`config.mk`:
```
export PLATFORM = sky130hd
export DESIGN_NAME = smpl_ctrl_regs
export DESIGN_NICKNAME = d
export VERILOG_FILES = /design/src/rtl/smpl_ctrl_pkg.sv /design/src/rtl/smpl_ctrl_cfg.sv /design/src/rtl/smpl_ctrl_stat.sv /design/src/rtl/smpl_ctrl_tick.sv /design/src/rtl/smpl_ctrl_regs.sv
export SDC_FILE = /design/constraint.sdc
export NUM_CORES = 1
export LEC_CHECK = 0
export ABC_CLOCK_PERIOD_IN_PS = 4500
export CAP_MARGIN = 20
export CORE_MARGIN = 2
export CORE_UTILIZATION = 33
export CTS_CLUSTER_SIZE = 16
export DETAILED_ROUTE_END_ITERATION = 12
export PLACE_DENSITY = 0.51
export SKIP_LAST_GASP = 1
export SYNTH_ARGS = -nofsm -noshare
export SYNTH_HDL_FRONTEND = slang
export SYNTH_SLANG_ARGS = --single-unit
```
`constraint.sdc`:
```
create_clock -name clk -period 4.5 [get_ports clk]
set_clock_uncertainty 0.2 [all_clocks]
set_input_delay 0.45 -clock clk [delete_from_list [all_inputs] [get_ports clk]]
set_output_delay 0.45 -clock clk [all_outputs]
set_load 0.02 [all_outputs]
```
`src/rtl/smpl_ctrl_pkg.sv`:
```
package smpl_ctrl_pkg;
  localparam int DATA_W = 8;
  localparam int ADDR_W = 4;
  localparam int MASK_W = 2 * DATA_W;
  localparam int DIV_W  = DATA_W;

  localparam logic [ADDR_W-1:0] A_CHLO = 4'd1;
  localparam logic [ADDR_W-1:0] A_MODE = 4'd4;
  localparam logic [ADDR_W-1:0] A_CHHI = 4'd6;
  localparam logic [ADDR_W-1:0] A_VER  = 4'd7;
  localparam logic [ADDR_W-1:0] A_DIV  = 4'd11;
  localparam logic [ADDR_W-1:0] A_STAT = 4'd15;

  localparam int B_RUN   = 0;
  localparam int B_UPD   = 1;
  localparam int B_OVF   = 7;
  localparam int B_CKSEL = 0;

  typedef struct packed {
    logic [MASK_W-1:0] mask;
    logic [DIV_W-1:0]  div;
    logic              cksel;
  } cfg_t;
endpackage

```
`src/rtl/smpl_ctrl_cfg.sv`:
```
module smpl_ctrl_cfg
  import smpl_ctrl_pkg::*;
(
  input  logic              clk,
  input  logic              rst_n,
  input  logic              we,
  input  logic [ADDR_W-1:0] addr,
  input  logic [DATA_W-1:0] wdata,
  input  logic              commit,
  output cfg_t              stg_o,
  output cfg_t              act_o
);
  cfg_t stg_q, stg_d, act_q, act_d;
  logic stg_en, act_en;

  assign stg_en = we;
  assign act_en = commit;

  always_comb begin
    stg_d = stg_q;
    case (addr)
      A_CHLO:  stg_d.mask[DATA_W-1:0]      = wdata;
      A_CHHI:  stg_d.mask[MASK_W-1:DATA_W] = wdata;
      A_DIV:   stg_d.div                   = wdata[DIV_W-1:0];
      A_MODE:  stg_d.cksel                 = wdata[B_CKSEL];
      default: stg_d                       = stg_q;
    endcase
    act_d = stg_q;
  end

  always_ff @(posedge clk or negedge rst_n) begin
    if (!rst_n) begin
      stg_q <= '0;
      act_q <= '0;
    end else begin
      if (stg_en) stg_q <= stg_d;
      if (act_en) act_q <= act_d;
    end
  end

  assign stg_o = stg_q;
  assign act_o = act_q;
endmodule

```
`src/rtl/smpl_ctrl_stat.sv`:
```
module smpl_ctrl_stat
  import smpl_ctrl_pkg::*;
(
  input  logic              clk,
  input  logic              rst_n,
  input  logic              we,
  input  logic [ADDR_W-1:0] addr,
  input  logic [DATA_W-1:0] wdata,
  input  logic              ovf_in,
  output logic              commit_o,
  output logic              run_o,
  output logic              upd_o,
  output logic              ovf_o
);
  logic run_q, run_d, upd_q, upd_d, ovf_q, ovf_d;
  logic wr_stat, start, ctl_en, ovf_en;

  assign wr_stat  = we && (addr == A_STAT);
  assign start    = wr_stat && wdata[B_RUN] && !run_q;
  assign commit_o = wr_stat && upd_q && !wdata[B_UPD];
  assign ctl_en   = wr_stat;
  assign ovf_en   = ovf_in || start;

  always_comb begin
    run_d = wdata[B_RUN];
    upd_d = wdata[B_UPD];
    // a set from the buffer outranks the clear from a start
    ovf_d = ovf_in ? 1'b1 : 1'b0;
  end

  always_ff @(posedge clk or negedge rst_n) begin
    if (!rst_n) begin
      run_q <= 1'b0;
      upd_q <= 1'b0;
      ovf_q <= 1'b0;
    end else begin
      if (ctl_en) begin
        run_q <= run_d;
        upd_q <= upd_d;
      end
      if (ovf_en) ovf_q <= ovf_d;
    end
  end

  assign run_o = run_q;
  assign upd_o = upd_q;
  assign ovf_o = ovf_q;
endmodule

```
`src/rtl/smpl_ctrl_tick.sv`:
```
module smpl_ctrl_tick #(
  parameter int CNT_W = 8
) (
  input  logic             clk,
  input  logic             rst_n,
  input  logic             run,
  input  logic             sel_fast,
  input  logic             slow_tick,
  input  logic             fast_tick,
  input  logic [CNT_W-1:0] div,
  output logic             tick_o
);
  logic [CNT_W-1:0] cnt_q, cnt_d;
  logic tick_q, tick_d, base;

  assign base = sel_fast ? fast_tick : slow_tick;

  always_comb begin
    cnt_d  = cnt_q;
    tick_d = 1'b0;
    if (!run) begin
      cnt_d = '0;
    end else if (base) begin
      if (cnt_q >= div) begin
        cnt_d  = '0;
        tick_d = 1'b1;
      end else begin
        cnt_d = cnt_q + 1'b1;
      end
    end
  end

  always_ff @(posedge clk or negedge rst_n) begin
    if (!rst_n) begin
      cnt_q  <= '0;
      tick_q <= 1'b0;
    end else begin
      cnt_q  <= cnt_d;
      tick_q <= tick_d;
    end
  end

  assign tick_o = tick_q;
endmodule

```
`src/rtl/smpl_ctrl_regs.sv`:
```
module smpl_ctrl_regs
  import smpl_ctrl_pkg::*;
#(
  parameter logic [7:0] VERSION_ID = 8'h13,
  parameter int         SYNC_STAGES = 2
) (
  input  logic        clk,
  input  logic        rst_n,
  input  logic        host_we,
  input  logic [3:0]  host_addr,
  input  logic [7:0]  host_wdata,
  output logic [7:0]  host_rdata,
  input  logic        base_slow_tick,
  input  logic        base_fast_tick,
  input  logic        ovf_in,
  output logic [15:0] chan_en_o,
  output logic        fast_clk_sel_o,
  output logic        run_o,
  output logic        sample_tick_o
);
  logic [SYNC_STAGES-1:0] rst_pipe;
  logic rst_int_n;
  cfg_t stg, act;
  logic commit, run_q, upd_q, ovf_q;

  always_ff @(posedge clk or negedge rst_n) begin
    if (!rst_n) rst_pipe <= '0;
    else        rst_pipe <= {rst_pipe[SYNC_STAGES-2:0], 1'b1};
  end
  assign rst_int_n = rst_pipe[SYNC_STAGES-1];

  smpl_ctrl_stat u_stat (
    .clk(clk), .rst_n(rst_int_n), .we(host_we), .addr(host_addr),
    .wdata(host_wdata), .ovf_in(ovf_in), .commit_o(commit),
    .run_o(run_q), .upd_o(upd_q), .ovf_o(ovf_q)
  );

  smpl_ctrl_cfg u_cfg (
    .clk(clk), .rst_n(rst_int_n), .we(host_we), .addr(host_addr),
    .wdata(host_wdata), .commit(commit), .stg_o(stg), .act_o(act)
  );

  smpl_ctrl_tick #(.CNT_W(DIV_W)) u_tick (
    .clk(clk), .rst_n(rst_int_n), .run(run_q), .sel_fast(act.cksel),
    .slow_tick(base_slow_tick), .fast_tick(base_fast_tick),
    .div(act.div), .tick_o(sample_tick_o)
  );

  always_comb begin
    host_rdata = '0;
    case (host_addr)
      A_VER:  host_rdata = VERSION_ID;
      A_CHLO: host_rdata = stg.mask[DATA_W-1:0];
      A_CHHI: host_rdata = stg.mask[MASK_W-1:DATA_W];
      A_DIV:  host_rdata = stg.div;
      A_MODE: host_rdata[B_CKSEL] = stg.cksel;
      A_STAT: begin
        host_rdata[B_RUN] = run_q;
        host_rdata[B_UPD] = upd_q;
        host_rdata[B_OVF] = ovf_q;
      end
      default: host_rdata = '0;
    endcase
  end

  assign chan_en_o      = act.mask;
  assign fast_clk_sel_o = act.cksel;
  assign run_o          = run_q;
endmodule

```
# Yosys cells after proc, flatten, opt, wreduce, memory -nomap -nowiden
# Index checks and enable logic that the tools add are counted.
totals:
  reg_bits: 64
  out_inout_bits: 27
  elab_cells: 46
classes:
  n_addsub: 1
  magnitude_cmp: 1
  n_eq_ne: 7
  muxes: 12
  reduce_logical: 12
ops:
  columns: ["cell", "count"]
  rows:
  - ["$mux 8", 3]
  - ["$pmux 5 s4", 1]
  - ["$eq 4x3->1 const B", 3]
  - ["$add 8x1->8 const B", 1]
  - ["$eq 4x4->1 const B", 2]
  - ["$ge 8x8->1", 1]
  - ["$reduce_and 2->1", 4]
  - ["$pmux 1 s6", 1]
  - ["$logic_and 1x1->1", 5]
  - ["$mux 1", 5]
  - ["$pmux 1 s5", 1]
  - ["$eq 4x1->1 const B", 1]
  - ["$pmux 1 s4", 1]
  - ["$logic_not 1->1", 2]
  - ["$ne 2x1->1 const B", 1]
  - ["$logic_or 1x1->1", 1]

# Longest topological paths before layout
# Gate-level depths: netlist (run 1).
depth:
  depth_word: 5
  depth_mapped: 7
  mapped_depth_nobuf: 7

# Cells and area by module
# Synthesis (run 1) repeated with hierarchy kept, for this count alone.
hier_totals:
  cells_unflattened: 248
  hier_area_um2: 3193.1
by_module_without_submodules:
  columns: ["module", "instances", "cells_each", "area_per_inst_um2"]
  rows:
  - ["smpl_ctrl_cfg", 1, 110, 1895.6]
  - ["smpl_ctrl_tick", 1, 78, 744.5]
  - ["smpl_ctrl_regs", 1, 48, 391.6]
  - ["smpl_ctrl_stat", 1, 12, 161.4]

# Worst setup path after synthesis (run 1)
# No wires, ideal clock.
synth_timing:
  kind: "flip-flop to flip-flop"
  from: "register u_tick.cnt_q[0]"
  to: "register u_tick.cnt_q[0]"
  t_arrival_ns: 1.792
  path_slack_ns: 2.430
  stages_incl_launch_ff: 8
  period_less_slack_ns: 2.070
  path_cell_list: "dfrtp_1 -> inv_1 -> ha_1 -> nand2b_1 -> a2111oi_4 -> o21ai_1 -> or3_1 -> a21boi_1"
synth_via:
  elab_chain_len: 4
  elab_cells_between_ends: 5
  cone_classes: "add/sub: 1; order compare: 1; mux: 3"
synth_lines:
  columns: ["element", "line", "text"]
  rows:
  - ["from (decl)", "smpl_ctrl_tick.sv:13", "logic [CNT_W-1:0] cnt_q, cnt_d;"]
  - ["from (signal assigned)", "smpl_ctrl_tick.sv:38", "cnt_q <= cnt_d;"]
  - ["$add 8x1->8 / $ge 8x8->1 (equally long branches)", "smpl_ctrl_tick.sv:28, smpl_ctrl_tick.sv:24", null]
  - ["$mux 8 (*)", "smpl_ctrl_tick.sv:24", "if (cnt_q >= div) begin"]
  - ["$mux 8 (*)", "smpl_ctrl_tick.sv:23", "end else if (base) begin"]
  - ["$mux 8 (*)", "smpl_ctrl_tick.sv:21", "if (!run) begin"]
# Mark *: on every way between the ends. The rest lies on a longest branch, timed or not. The select of a mux whose other input is x is not followed.
# A chain may end at the register's enable or synchronous reset.

# Worst setup path after layout (run 1)
layout_timing:
  from: "input host_addr[0]"
  to: "output host_rdata[2]"
layout_via:
  elab_chain_len: 2
  elab_cells_between_ends: 5
  cone_classes: "eq/ne: 4; mux: 1"
layout_lines:
  columns: ["element", "line", "text"]
  rows:
  - ["from (decl)", "smpl_ctrl_regs.sv:10", "input logic [3:0] host_addr,"]
  - ["$eq 4x4->1 (tied with other cells)", "smpl_ctrl_regs.sv:51", "case (host_addr)"]
  - ["$pmux 5 s4 (*)", "smpl_ctrl_regs.sv:51", null]
  - ["to (decl)", "smpl_ctrl_regs.sv:12", "output logic [7:0] host_rdata,"]
# Mark *: on every way between the ends. The rest lies on a longest branch, timed or not.

==> results of run 1 <==
## sequential cells by signal, summed over array words and instances, names as in the netlist
register	cells
u_stat.run_o	1
u_tick.cnt_q	8
u_cfg.act_o	25
u_stat.ovf_o	1
u_tick.tick_o	1
u_cfg.stg_o	25
rst_pipe	2
u_stat.upd_o	1
## critical path: stages
cell and delay (ns):
sky130_fd_sc_hd__clkdlybuf4s50_1 0.80, sky130_fd_sc_hd__nand3_2 0.20, sky130_fd_sc_hd__nor2_2 0.40, sky130_fd_sc_hd__a22oi_1 0.16, sky130_fd_sc_hd__nand2_1 0.10, sky130_fd_sc_hd__clkdlybuf4s50_1 0.61
## layout make-up
class	count	area (um2)	area share [%]
clock buffer	10	128	3.36
clock inverter	6	115	3.03
inverter	8	30.0	0.790
multi-input combinational	170	1320	34.8
sequential	64	1600	42.2
tap	111	139	3.65
timing repair buffer	47	463	12.2
## kinds of logic (layout without fill, tap and decap cells)
family / count (synthesis) / after routing
AND/OR/NAND/NOR: 68 / 68
adder cells (fa/ha/maj): 9 / 9
other: 1 / 1
buffers and inverters: 31 / 71
AO/OA/AOI/OAI: 46 / 46
flip-flops: 64 / 64
multiplexers: 46 / 46
## cells in the final DEF, fill, tap and decap left out, types with 2 or more instances in the layout
master	netlist	layout
sky130_fd_sc_hd__ha_1	9	9
sky130_fd_sc_hd__and4_1	3	3
sky130_fd_sc_hd__o21ai_0	17	17
sky130_fd_sc_hd__nor2_1	6	6
sky130_fd_sc_hd__or3_1	2	2
sky130_fd_sc_hd__clkbuf_8	0	9
sky130_fd_sc_hd__a22o_1	6	6
sky130_fd_sc_hd__a22oi_1	4	4
sky130_fd_sc_hd__inv_1	8	8
sky130_fd_sc_hd__nor2_2	3	3
sky130_fd_sc_hd__inv_6	0	2
sky130_fd_sc_hd__dfrtp_1	64	63
sky130_fd_sc_hd__nand2_2	3	3
sky130_fd_sc_hd__nand2_1	33	33
sky130_fd_sc_hd__nor2b_1	5	5
sky130_fd_sc_hd__a21o_1	3	3
sky130_fd_sc_hd__mux2_2	44	44
sky130_fd_sc_hd__clkdlybuf4s50_1	0	44
sky130_fd_sc_hd__and3_1	3	3
sky130_fd_sc_hd__buf_4	16	3
sky130_fd_sc_hd__a21oi_1	4	4
sky130_fd_sc_hd__a21boi_0	2	2
sky130_fd_sc_hd__bufinv_16	0	3
sky130_fd_sc_hd__nand3_1	3	3
## per-stage QoR
| stage | total power (uW) | cell area, um2 | setup slack (ns) |
|---|---|---|---|
| after floorplan | 918 | 3120 | 2.39 |
| after global placement | 1010 | 3560 | 1.17 |
| after detailed placement | 1020 | 3560 | 1.14 |
| after CTS | 1630 | 3800 | 1.14 |
| after global routing | 1700 | 3800 | 0.981 |
| final | 1610 | 3800 | 1.13 |
## worst max path at each step
| stage | cells past startpoint | slack [ns] | end | from |
|---|---|---|---|---|
| after floorplan | 0 | 2.39 | u_cfg.act_o[0] | rst_pipe[1] |
| after global placement | 6 | 1.17 | host_rdata[3] | host_addr[0] |
| after detailed placement | 6 | 1.14 | host_rdata[2] | host_addr[0] |
| after CTS | 6 | 1.14 | host_rdata[3] | host_addr[0] |
| after global routing | 6 | 0.98 | host_rdata[3] | host_addr[0] |
| final | 6 | 1.13 | host_rdata[2] | host_addr[0] |
## where the power goes
part	total [uW]	internal, uW	switching (uW)	leakage, uW
combinational	261	144	118	0.000811
clock	603	372	231	0.000117
sequential	741	664	77.6	0.000803
## routing by layer
layer  share of wire, %  GRT usage (%)  wire length (um)  vias up
met4                1.3           4.99                82        0
li1                   -              -                 -      999
met2                 48           22.7              3100       37
met3                3.6           4.62               231        9
met1                 47           18.5              3010      998
met5                  0              0                 0        -
==> impl_summary.txt, run 1 <==
----------------------------------------------------
[Timing]
  Final number of hold-violating endpoints ... 0
  Max_slew headroom ... 39.4%
  Number of max-slew violations in the final report ... 0
  Max frequency ... around 300 MHz
  Setup repair after global routing missed its margin ... no
  Sum Neg Setup Slack ... 0 ns
  # setup viols final ... 0
  Portion of the clock cycle consumed by the worst path in the final layout ... 74.9%
  Smallest hold slack ... 0.0606 ns
  Slew at the pin closest to its max-slew limit ... between 0.9 and 1 ns
  Period minus WS final ... 3.37 ns

[Detailed routing]
  Post-route antenna net violation count ... 0
  Wire length per cell after detailed routing ... 15.4 um
  Number of violations reported at the end of detailed-routing iteration 0 ... around 100
  Final wirelength ... between 6 and 7 mm
  Avg Vias per Cell ... approximately 4.9
  Overall via count from detail_route ... 2043
  Residual DRC ... 0
  Total iterations of the first detailed-routing run ... 4

[Yosys]
  Xor and xnor fraction of the mapped netlist area ... 0%
  Biggest area contributors in the synthesized netlist ... sky130_fd_sc_hd__dfrtp_1 51%, sky130_fd_sc_hd__mux2_2 16%, sky130_fd_sc_hd__nand2_1 4.0%
  Flip-flop and latch count after synthesis ... 64
  Area of the mapped netlist ... 0.00312 mm2
  Number of distinct library cells after synthesis ... 44
  Fraction of registers with async set or reset after synthesis ... 100%
  Top cell type by total area after synthesis ... sky130_fd_sc_hd__dfrtp_1
  Post-synthesis adder-cell area fraction ... 3.61%
  Most numerous cell types in the synthesized netlist ... 64 x sky130_fd_sc_hd__dfrtp_1, 44 x sky130_fd_sc_hd__mux2_2, 33 x sky130_fd_sc_hd__nand2_1, 17 x sky130_fd_sc_hd__o21ai_0, 16 x sky130_fd_sc_hd__buf_4
  Synthesized netlist cell count ... roughly 270
  Share of synthesized area occupied by flip-flops and latches ... 51.4%
  Syn_nets ... 292
  Number of flops mapped to enable cells by yosys ... 0
  Count leader, synth ... sky130_fd_sc_hd__dfrtp_1
  Area fraction in compound gates after synthesis ... 10.4%
  Number of warnings printed during yosys synthesis ... 0
  Main combinational cell family by area after synthesis ... multiplexers
  Multiplexer share of the synthesized area ... 16.6%
  Mean post-synth cell area ... 11.8 um2
  Portion of synthesized cell area occupied by the leading cell type ... between 50% and 60%
  Primary flip-flop cell chosen by synthesis mapping ... sky130_fd_sc_hd__dfrtp_1
  Fraction of the mapped netlist area in simple logic gates ... 11.8%

[Die]
  Floorplan Core Area ... 0.00920 mm2
  Floorplan die width ... 101 um
  Die ar. ... ~0.01 mm2
  Starting density of the core ... between 30% and 40%
  Number of placed I/O pins ... 45
  Die extent in y ... slightly above 100 um
  Cell Rows ... 35

[Run]
  Number of violations of the max-capacitance limit ... 0

[Finish]
  NumNets Final ... 327
  Final-layout fill cell count ... 926
  Share of post-route cells with drive strength above 1 ... 23.9%
  Final cell count without fillers ... 416
  Utilization of the core after routing ... 41.3%
  Layout overhead on the synthesized area ... 21.9%
  N_diodes ... 0

[Worst setup path]
  Endpoint class of the critical path ... primary output
  CP arrival ... 2.72 ns
  R2R Setup Slk ... 2.21 ns
  Cell count of the worst reg-to-reg path ... 7
  Critical Path Fanout Max ... 13
  Reg2Reg Capture Point ... u_tick.cnt_q[0]
  Startpoint types ... input port
  FF-to-FF Start ... u_tick.cnt_q[0]
  Critical path start-end classification ... in2out
  Worst EP required ... 3.85 ns

[Clock network]
  Deepest clock path buffer count ... 2
  TritonCTS clock tree ... yes
  Deepest level of the CTS H-tree ... 3
  Quantity of gates resized following cts ... 0
  Clock Latency Late Sink ... 0.34 ns
  Clock transition at the registers of the reported paths ... ~0.070 ns
  Number of buffers created by CTS ... 9
  Number of clock sinks ... 64
  CTS root buf ... sky130_fd_sc_hd__clkbuf_8
  Hold buffers post-CTS ... 0
  Post CTS Setup Buffer Count ... 0

[Place]
  Detail Placement HPWL ... around 4.7 mm
  Count of input and output buffers ... 44
  Number of cells in the design after placement ... 400
  Gp weighted congestion ... slightly below 0.8

[Power and ir drop]
  PD cells ... between 400 and 500 mW/mm2
  Leakage ... 0.00173 uW
  Worst-case vdd ir drop ... 0.230 mV

[Global routing]
  Largest net degree at the start of global routing ... 43
  Number of antenna violations at the first check in global routing ... 0
  Overflow after GRT ... 0
  Number of global-route vias before repair ... 2216
  Global-route total usage across every layer ... 14.3%
  First-pass GRT wire length ... between 10 and 15 mm

[Min path]
  Min-Delay Path Class ... in2async

[Status]
  Status ... complete, no violations

----------------------------------------------------
(Power assumes the default switching activity.)
==> run 2, diff against run 1 <==
--- a/config.mk
+++ b/config.mk
@@ -5,13 +5,13 @@
 export SDC_FILE = /design/constraint.sdc
 export NUM_CORES = 1
 export LEC_CHECK = 0
-export ABC_CLOCK_PERIOD_IN_PS = 4500
+export ABC_CLOCK_PERIOD_IN_PS = 3000
 export CAP_MARGIN = 20
 export CORE_MARGIN = 2
 export CORE_UTILIZATION = 33
 export CTS_CLUSTER_SIZE = 16
 export DETAILED_ROUTE_END_ITERATION = 12
-export PLACE_DENSITY = 0.51
+export PLACE_DENSITY = 0.53
 export SKIP_LAST_GASP = 1
 export SYNTH_ARGS = -nofsm -noshare
 export SYNTH_HDL_FRONTEND = slang
==> constraint.sdc (replaced) <==
create_clock -name clk -period 3 [get_ports clk]
set_clock_uncertainty 0.2 [all_clocks]
set_input_delay 0.3 -clock clk [delete_from_list [all_inputs] [get_ports clk]]
set_output_delay 0.3 -clock clk [all_outputs]
set_load 0.02 [all_outputs]
==> run 2 against run 1 <==
Net effect:
- clock power rose by 57%
- largest cell class unchanged
- highest routed layer unchanged
- setup slack got worse by 0.96 ns
- hold slack got worse by 0.0049 ns
- combinational power rose by 62%
==> impl_summary.txt, run 2 (synthesis gave the netlist of run 1 again) <==
----------------------------------------------------
[Status]
  Status ... complete, no violations

[Run]
  Number of violations of the max-capacitance limit ... 0

[Clock network]
  Clock transition at the registers of the reported paths ... 0.08 ns
  Deepest clock path buffer count ... 2
  TritonCTS clock tree ... yes
  Deepest level of the CTS H-tree ... 3
  Post CTS Setup Buffer Count ... 0
  Number of buffers created by CTS ... 9
  Number of clock sinks ... 64
  CTS root buf ... sky130_fd_sc_hd__clkbuf_8
  Clock Latency Late Sink ... 0.35 ns
  Quantity of gates resized following cts ... 0

[Timing]
  Slew at the pin closest to its max-slew limit ... roughly 0.65 ns
  Setup repair after global routing missed its margin ... no
  Portion of the clock cycle consumed by the worst path in the final layout ... between 90% and 100%
  Max_slew headroom ... 55.7%
  Final number of hold-violating endpoints ... 0
  Number of max-slew violations in the final report ... 0
  Fin worst setup slack ... 0.175 ns
  Period minus WS final ... 2.83 ns
  # setup viols final ... 0
  Max frequency ... approximately 350 MHz
  Sum Neg Setup Slack ... 0 ns

[Detailed routing]
  Wire length per cell after detailed routing ... around 15 um
  Number of violations reported at the end of detailed-routing iteration 0 ... ~80
  Post-route antenna net violation count ... 0
  Total iterations of the first detailed-routing run ... 4
  Final wirelength ... 6.47 mm
  Overall via count from detail_route ... 2079
  Residual DRC ... 0
  Avg Vias per Cell ... 4.89

[Global routing]
  GR Layer Usage met2 ... 21.3%
  First-pass GRT wire length ... approximately 11 mm
  Largest net degree at the start of global routing ... 47
  Overflow after GRT ... 0
  Met1 Use GR ... 19.1%
  Met3 Track Usage GR ... 3.80%
  Most utilized layer in the global route result ... met2
  Number of antenna violations at the first check in global routing ... 0
  Global-route total usage across every layer ... 14.2%
  Number of global-route vias before repair ... 2161

[Die]
  Starting density of the core ... 33.9%
  Die ar. ... roughly 0.01 mm2
  Floorplan die width ... around 100 um
  Cell Rows ... 35
  Floorplan Core Area ... 0.00920 mm2
  Die extent in y ... 101 um
  Number of placed I/O pins ... 45

[Place]
  Post-detailed-placement cell area ... 0.00360 mm2
  Gp weighted congestion ... slightly below 0.9
  Number of cells in the design after placement ... between 400 and 500
  Detail Placement HPWL ... roughly 4.6 mm
  Worst setup slack after placement ... approximately 0.19 ns
  Count of input and output buffers ... 44

[Finish]
  Layout overhead on the synthesized area ... 24.9%
  Final cell count without fillers ... 425
  Final-layout fill cell count ... slightly below 900
  Highest-count cells in the layout ignoring fill and taps ... 63 x sky130_fd_sc_hd__dfrtp_1, 44 x sky130_fd_sc_hd__mux2_2, 44 x sky130_fd_sc_hd__clkdlybuf4s50_1
  Utilization of the core after routing ... about 42%
  N_diodes ... 0
  NumNets Final ... around 340
  Leading cell type in the layout, fill and taps excluded ... sky130_fd_sc_hd__dfrtp_1
  Share of post-route cells with drive strength above 1 ... 25.8%
  Cell area after layout ... 0.00389 mm2

[Worst setup path]
  CP arrival ... ~2.3 ns
  Endpoint class of the critical path ... primary output
  Worst EP required ... 2.50 ns
  Critical path start-end classification ... in2out
  Critical Path Fanout Max ... 7
  Startpoint types ... input port

[Power and ir drop]
  PD cells ... 632 mW/mm2
  Worst-case vdd ir drop ... 0.364 mV
  Leakage ... 0.00178 uW

[Min path]
  Min-Delay Path Class ... reg2async

----------------------------------------------------
==> run 2: path summary, 6_finish.rpt <==
kind | from | depth (start not counted) | slack [ns] | endpoint
worst max-delay path | host_addr[2] | 6 | 0.17 | host_rdata[7]
worst min-delay path | rst_pipe[1] | 1 | 0.06 | u_cfg.stg_o[10]
worst max register to register | u_tick.cnt_q[0] | 7 | 0.75 | u_tick.cnt_q[0]
worst min register to register | rst_pipe[1] | 1 | 0.06 | u_cfg.stg_o[10]
max in group asynchronous | rst_pipe[1] | 1 | 1.89 | u_cfg.stg_o[13]
min in group clk | rst_pipe[0] | 0 | 0.18 | rst_pipe[1]
==> run 2: worst max-delay path: stages <==
cell and delay, ns:
sky130_fd_sc_hd__clkdlybuf4s50_1 0.55, sky130_fd_sc_hd__nor2_1 0.28, sky130_fd_sc_hd__nand2_1 0.10, sky130_fd_sc_hd__nor2_2 0.26, sky130_fd_sc_hd__a221o_1 0.23, sky130_fd_sc_hd__clkdlybuf4s50_1 0.61
==> run 2: per-stage QoR <==
| stage | hold WS [ns] | power (uW) |
|---|---|---|
| after CTS | 0.187 | 2480 |
| after detailed placement | 0.155 | 1530 |
| final | 0.0558 | 2460 |
| after global routing | 0.0923 | 2590 |
| after global placement | 0.136 | 1530 |
| after floorplan | -0.196 | 1380 |
==> run 2: cell type report <==
| cell class | count | area (um2) | share of cell area, % |
|---|---|---|---|
| multi-input cells | 170 | 1320 | 34.0 |
| clock inverters | 6 | 115 | 2.96 |
| well taps | 111 | 139 | 3.57 |
| clock buffers | 10 | 138 | 3.53 |
| inverters | 8 | 30.0 | 0.771 |
| flip-flops and latches | 64 | 1600 | 41.2 |
| repair buffers | 56 | 548 | 14.1 |
==> run 2: repair_timing <==
item | 4_1_cts | 5_1_grt
setup endpoints to repair | 0 | 0
hold buffers | 1 | 1
endpoints found under the hold margin | 2 | 5
==> run 2: per-layer routing <==
| layer | vias up | routed length (um) |
|---|---|---|
| met5 | - | 0 |
| met4 | 0 | 154 |
| met3 | 13 | 206 |
| met2 | 41 | 3070 |
| met1 | 1011 | 3040 |
| li1 | 1014 | - |
==> run 2: where the power goes <==
group          internal (uW)  switching, uW  total, uW
Combinational            228            195        423
Clock                    579            366        945
Sequential               996           98.7       1090
Total                   1800            660       2460
==> run 3, diff against run 2 <==
--- a/config.mk
+++ b/config.mk
@@ -5,13 +5,15 @@
 export SDC_FILE = /design/constraint.sdc
 export NUM_CORES = 1
 export LEC_CHECK = 0
-export ABC_CLOCK_PERIOD_IN_PS = 3000
+export ABC_AREA = 1
+export ABC_CLOCK_PERIOD_IN_PS = 3050
 export CAP_MARGIN = 20
 export CORE_MARGIN = 2
 export CORE_UTILIZATION = 33
 export CTS_CLUSTER_SIZE = 16
 export DETAILED_ROUTE_END_ITERATION = 12
-export PLACE_DENSITY = 0.53
+export PLACE_DENSITY = 0.51
+export SETUP_SLACK_MARGIN = 0.4
 export SKIP_LAST_GASP = 1
 export SYNTH_ARGS = -nofsm -noshare
 export SYNTH_HDL_FRONTEND = slang
==> constraint.sdc (replaced) <==
create_clock -name clk -period 3.05 [get_ports clk]
set_clock_uncertainty 0.2 [all_clocks]
set_input_delay 0.305 -clock clk [delete_from_list [all_inputs] [get_ports clk]]
set_output_delay 0.305 -clock clk [all_outputs]
set_load 0.02 [all_outputs]
==> run 3 against run 2 <==
Net effect:
- non-clock buffer count decreased by 8
- sequential share of layout area decreased by 1.1 points
- core utilization decreased by 1.4 points
- synthesized area increased by 6.7%
- setup slack improved by 0.40 ns
- clock-buffer cell count unchanged
- via count increased by 18%
- sequential cell count unchanged
- critical path depth increased by 4
- wire length increased by 11%
- register-to-register slack improved by 0.13 ns
- hold slack got worse by 0.025 ns
- critical path type unchanged
- largest power group unchanged
- highest routed layer unchanged
==> impl_summary.txt, run 3 <==
----------------------------------------------------
[Yosys]
  Biggest area contributors in the synthesized netlist ... sky130_fd_sc_hd__dfrtp_1 48%, sky130_fd_sc_hd__inv_1 9.9%, sky130_fd_sc_hd__nand2_1 8.8%
  Number of flops mapped to enable cells by yosys ... 0
  Most numerous cell types in the synthesized netlist ... 88 x sky130_fd_sc_hd__inv_1, 78 x sky130_fd_sc_hd__nand2_1, 64 x sky130_fd_sc_hd__dfrtp_1, 31 x sky130_fd_sc_hd__a21oi_1, 23 x sky130_fd_sc_hd__o21ai_0
  Mean post-synth cell area ... 8.36 um2
  Syn_nets ... 425
  Primary flip-flop cell chosen by synthesis mapping ... sky130_fd_sc_hd__dfrtp_1
  Synthesized netlist cell count ... 398
  Multiplexer share of the synthesized area ... 0%
  Share of synthesized area occupied by flip-flops and latches ... 48.2%
  Flip-flop and latch count after synthesis ... 64
  Count leader, synth ... sky130_fd_sc_hd__inv_1
  Top cell type by total area after synthesis ... sky130_fd_sc_hd__dfrtp_1
  Area of the mapped netlist ... 0.00333 mm2
  Portion of synthesized cell area occupied by the leading cell type ... between 40% and 50%
  Number of warnings printed during yosys synthesis ... 0
  Main combinational cell family by area after synthesis ... simple AND/OR/NAND/NOR gates
  Post-synthesis adder-cell area fraction ... 3.39%
  Area fraction in compound gates after synthesis ... 11.5%
  Number of distinct library cells after synthesis ... 27
  Xor and xnor fraction of the mapped netlist area ... 1.05%
  Fraction of the mapped netlist area in simple logic gates ... 19.1%
  Fraction of registers with async set or reset after synthesis ... 100%

[Detailed routing]
  Total iterations of the first detailed-routing run ... 5
  Overall via count from detail_route ... about 2500
  Number of violations reported at the end of detailed-routing iteration 0 ... 54
  Residual DRC ... 0
  Post-route antenna net violation count ... 0
  Final wirelength ... between 7 and 8 mm
  Avg Vias per Cell ... between 4 and 5
  Wire length per cell after detailed routing ... 12.5 um

[Finish]
  NumNets Final ... 460
  Cell area after layout ... 0.00400 mm2
  N_diodes ... 0
  Share of post-route cells with drive strength above 1 ... 10.5%
  Layout overhead on the synthesized area ... 20.3%
  Final-layout fill cell count ... 996
  Leading cell type in the layout, fill and taps excluded ... sky130_fd_sc_hd__inv_1
  Highest-count cells in the layout ignoring fill and taps ... 88 x sky130_fd_sc_hd__inv_1, 78 x sky130_fd_sc_hd__nand2_1, 63 x sky130_fd_sc_hd__dfrtp_1

[Die]
  Floorplan die width ... 104 um
  Floorplan Core Area ... 0.00977 mm2
  Die ar. ... between 0.01 and 0.015 mm2
  Cell Rows ... 36
  Number of placed I/O pins ... 45
  Die extent in y ... ~100 um
  Starting density of the core ... 34.0%

[Clock network]
  Deepest clock path buffer count ... 2
  Deepest level of the CTS H-tree ... 3
  Post CTS Setup Buffer Count ... 0
  Clock Latency Late Sink ... 0.34 ns
  TritonCTS clock tree ... yes
  CTS root buf ... sky130_fd_sc_hd__clkbuf_8
  Clock transition at the registers of the reported paths ... 0.08 ns
  Number of buffers created by CTS ... 9
  Number of clock sinks ... 64

[Global routing]
  Overflow after GRT ... 0
  First-pass GRT wire length ... between 10 and 15 mm
  Number of antenna violations at the first check in global routing ... 0
  Largest net degree at the start of global routing ... 44
  Number of global-route vias before repair ... ~2400
  Global-route total usage across every layer ... between 10% and 20%

[Status]
  Status ... complete, no violations

[Place]
  Count of input and output buffers ... 44
  Post-detailed-placement cell area ... 0.00377 mm2
  Detail Placement HPWL ... 5.38 mm
  Gp weighted congestion ... 0.864

[Worst setup path]
  Startpoint types ... input port
  Maximum single-stage delay on the critical path ... around 0.52 ns
  Critical path start-end classification ... in2out
  Cell count of the worst reg-to-reg path ... 9
  Cell with the largest stage delay on the worst path ... sky130_fd_sc_hd__clkdlybuf4s50_1
  Critical Path Fanout Max ... 6
  CP arrival ... 1.97 ns
  Reg2Reg Capture Point ... u_tick.cnt_q[7]
  R2R Setup Slk ... 0.88 ns
  Endpoint class of the critical path ... primary output
  FF-to-FF Start ... u_tick.cnt_q[0]
  Critical path, cell by cell ... clkdlybuf4s50_1, inv_1, nor2_4, nand3_2, inv_2, nand2_1, o21ai_0, a21oi_1, nand3_1, clkdlybuf4s15_1
  Worst EP required ... 2.54 ns

[Timing]
  Final number of hold-violating endpoints ... 0
  Setup repair after global routing missed its margin ... no
  Max_slew headroom ... 61.3%
  Period minus WS final ... 2.48 ns
  # setup viols final ... 0
  Sum Neg Setup Slack ... 0 ns
  Number of max-slew violations in the final report ... 0
  Smallest hold slack ... about 0.03 ns
  Max frequency ... 404 MHz
  Portion of the clock cycle consumed by the worst path in the final layout ... 81.2%
  Slew at the pin closest to its max-slew limit ... slightly below 0.6 ns

[Min path]
  Min-Delay Path Class ... reg2async

[Power and ir drop]
  Leakage ... 0.00216 uW
  Sum of internal, switching and leakage power ... between 2000 and 2500 uW
  PD cells ... 585 mW/mm2
  Worst-case vdd ir drop ... 0.339 mV

[Run]
  Number of violations of the max-capacitance limit ... 0

----------------------------------------------------
==> run 3: cell types whose count changed in the layout (fill, tap and decap cells not counted), moves of 10 or more <==
cell	change
sky130_fd_sc_hd__nand4_1	+10
sky130_fd_sc_hd__a21oi_1	+27
sky130_fd_sc_hd__inv_1	+80
sky130_fd_sc_hd__nor2_1	+16
sky130_fd_sc_hd__mux2_2	-44
sky130_fd_sc_hd__nand2_1	+45
==> run 3: critical path: cells and delay by family <==
family,cells,cell delay [ns]
buffers and inverters,4,1.11
AOI/OAI and AO/OA,2,0.13
and+or+nand+nor,4,0.42
==> run 3: stage by stage <==
step	setup WS (ns)	instances	utilization, %
finish	0.573	571	40.9
detailed placement	0.256	554	38.6
CTS	0.404	571	40.9
global placement	0.292	554	38.6
floorplan	0.936	398	-
global route	0.430	571	40.9
==> run 3: routing by layer <==
layer,up-vias,GRT usage [%],wire (um)
met5,-,0,0
met4,0,4.83,107
met3,8,3.38,239
met2,37,23.5,3500
met1,1124,18.2,3310
li1,1288,-,-
==> run 3: layout make-up <==
cell class	count	area [um2]	area share [%]
Clock buffer	10	138	3.44
Clock inverter	6	91.3	2.28
Inverter	92	345	8.63
Multi-Input combinational cell	218	1170	29.2
Sequential cell	64	1600	40.1
Tap cell	133	166	4.16
Timing Repair Buffer	48	489	12.2
==> run 3: worst max path at each step <==
stage,cells past startpoint,to,from
after floorplan,0,u_cfg.act_o[0],rst_pipe[1]
after global placement,10,host_rdata[1],host_addr[2]
after detailed placement,10,host_rdata[1],host_addr[2]
after CTS,7,host_rdata[5],host_addr[2]
after global routing,10,host_rdata[1],host_addr[2]
final,10,host_rdata[1],host_addr[2]
==> run 3: logic make-up after synthesis <==
kind of cell,Yosys count
other cells,1
simple gates,134
fa+ha+maj,9
compound gates,70
buf+inv,116
xor+xnor,4
flops,64
==> run 3: timing repair <==
item / 4_1_cts / 5_1_grt
endpoints found under the hold margin: 2 / 0
setup endpoints to repair: 7 / 3
hold buffers: 1 / 0
pin swaps: 0 / 0
resized for setup: 7 / 4
==> run 3: power breakdown <==
part	switching, uW	total [uW]	internal, uW
Clock	350	837	487
Sequential	103	1070	967
Combinational	256	434	177
Total	709	2340	1630
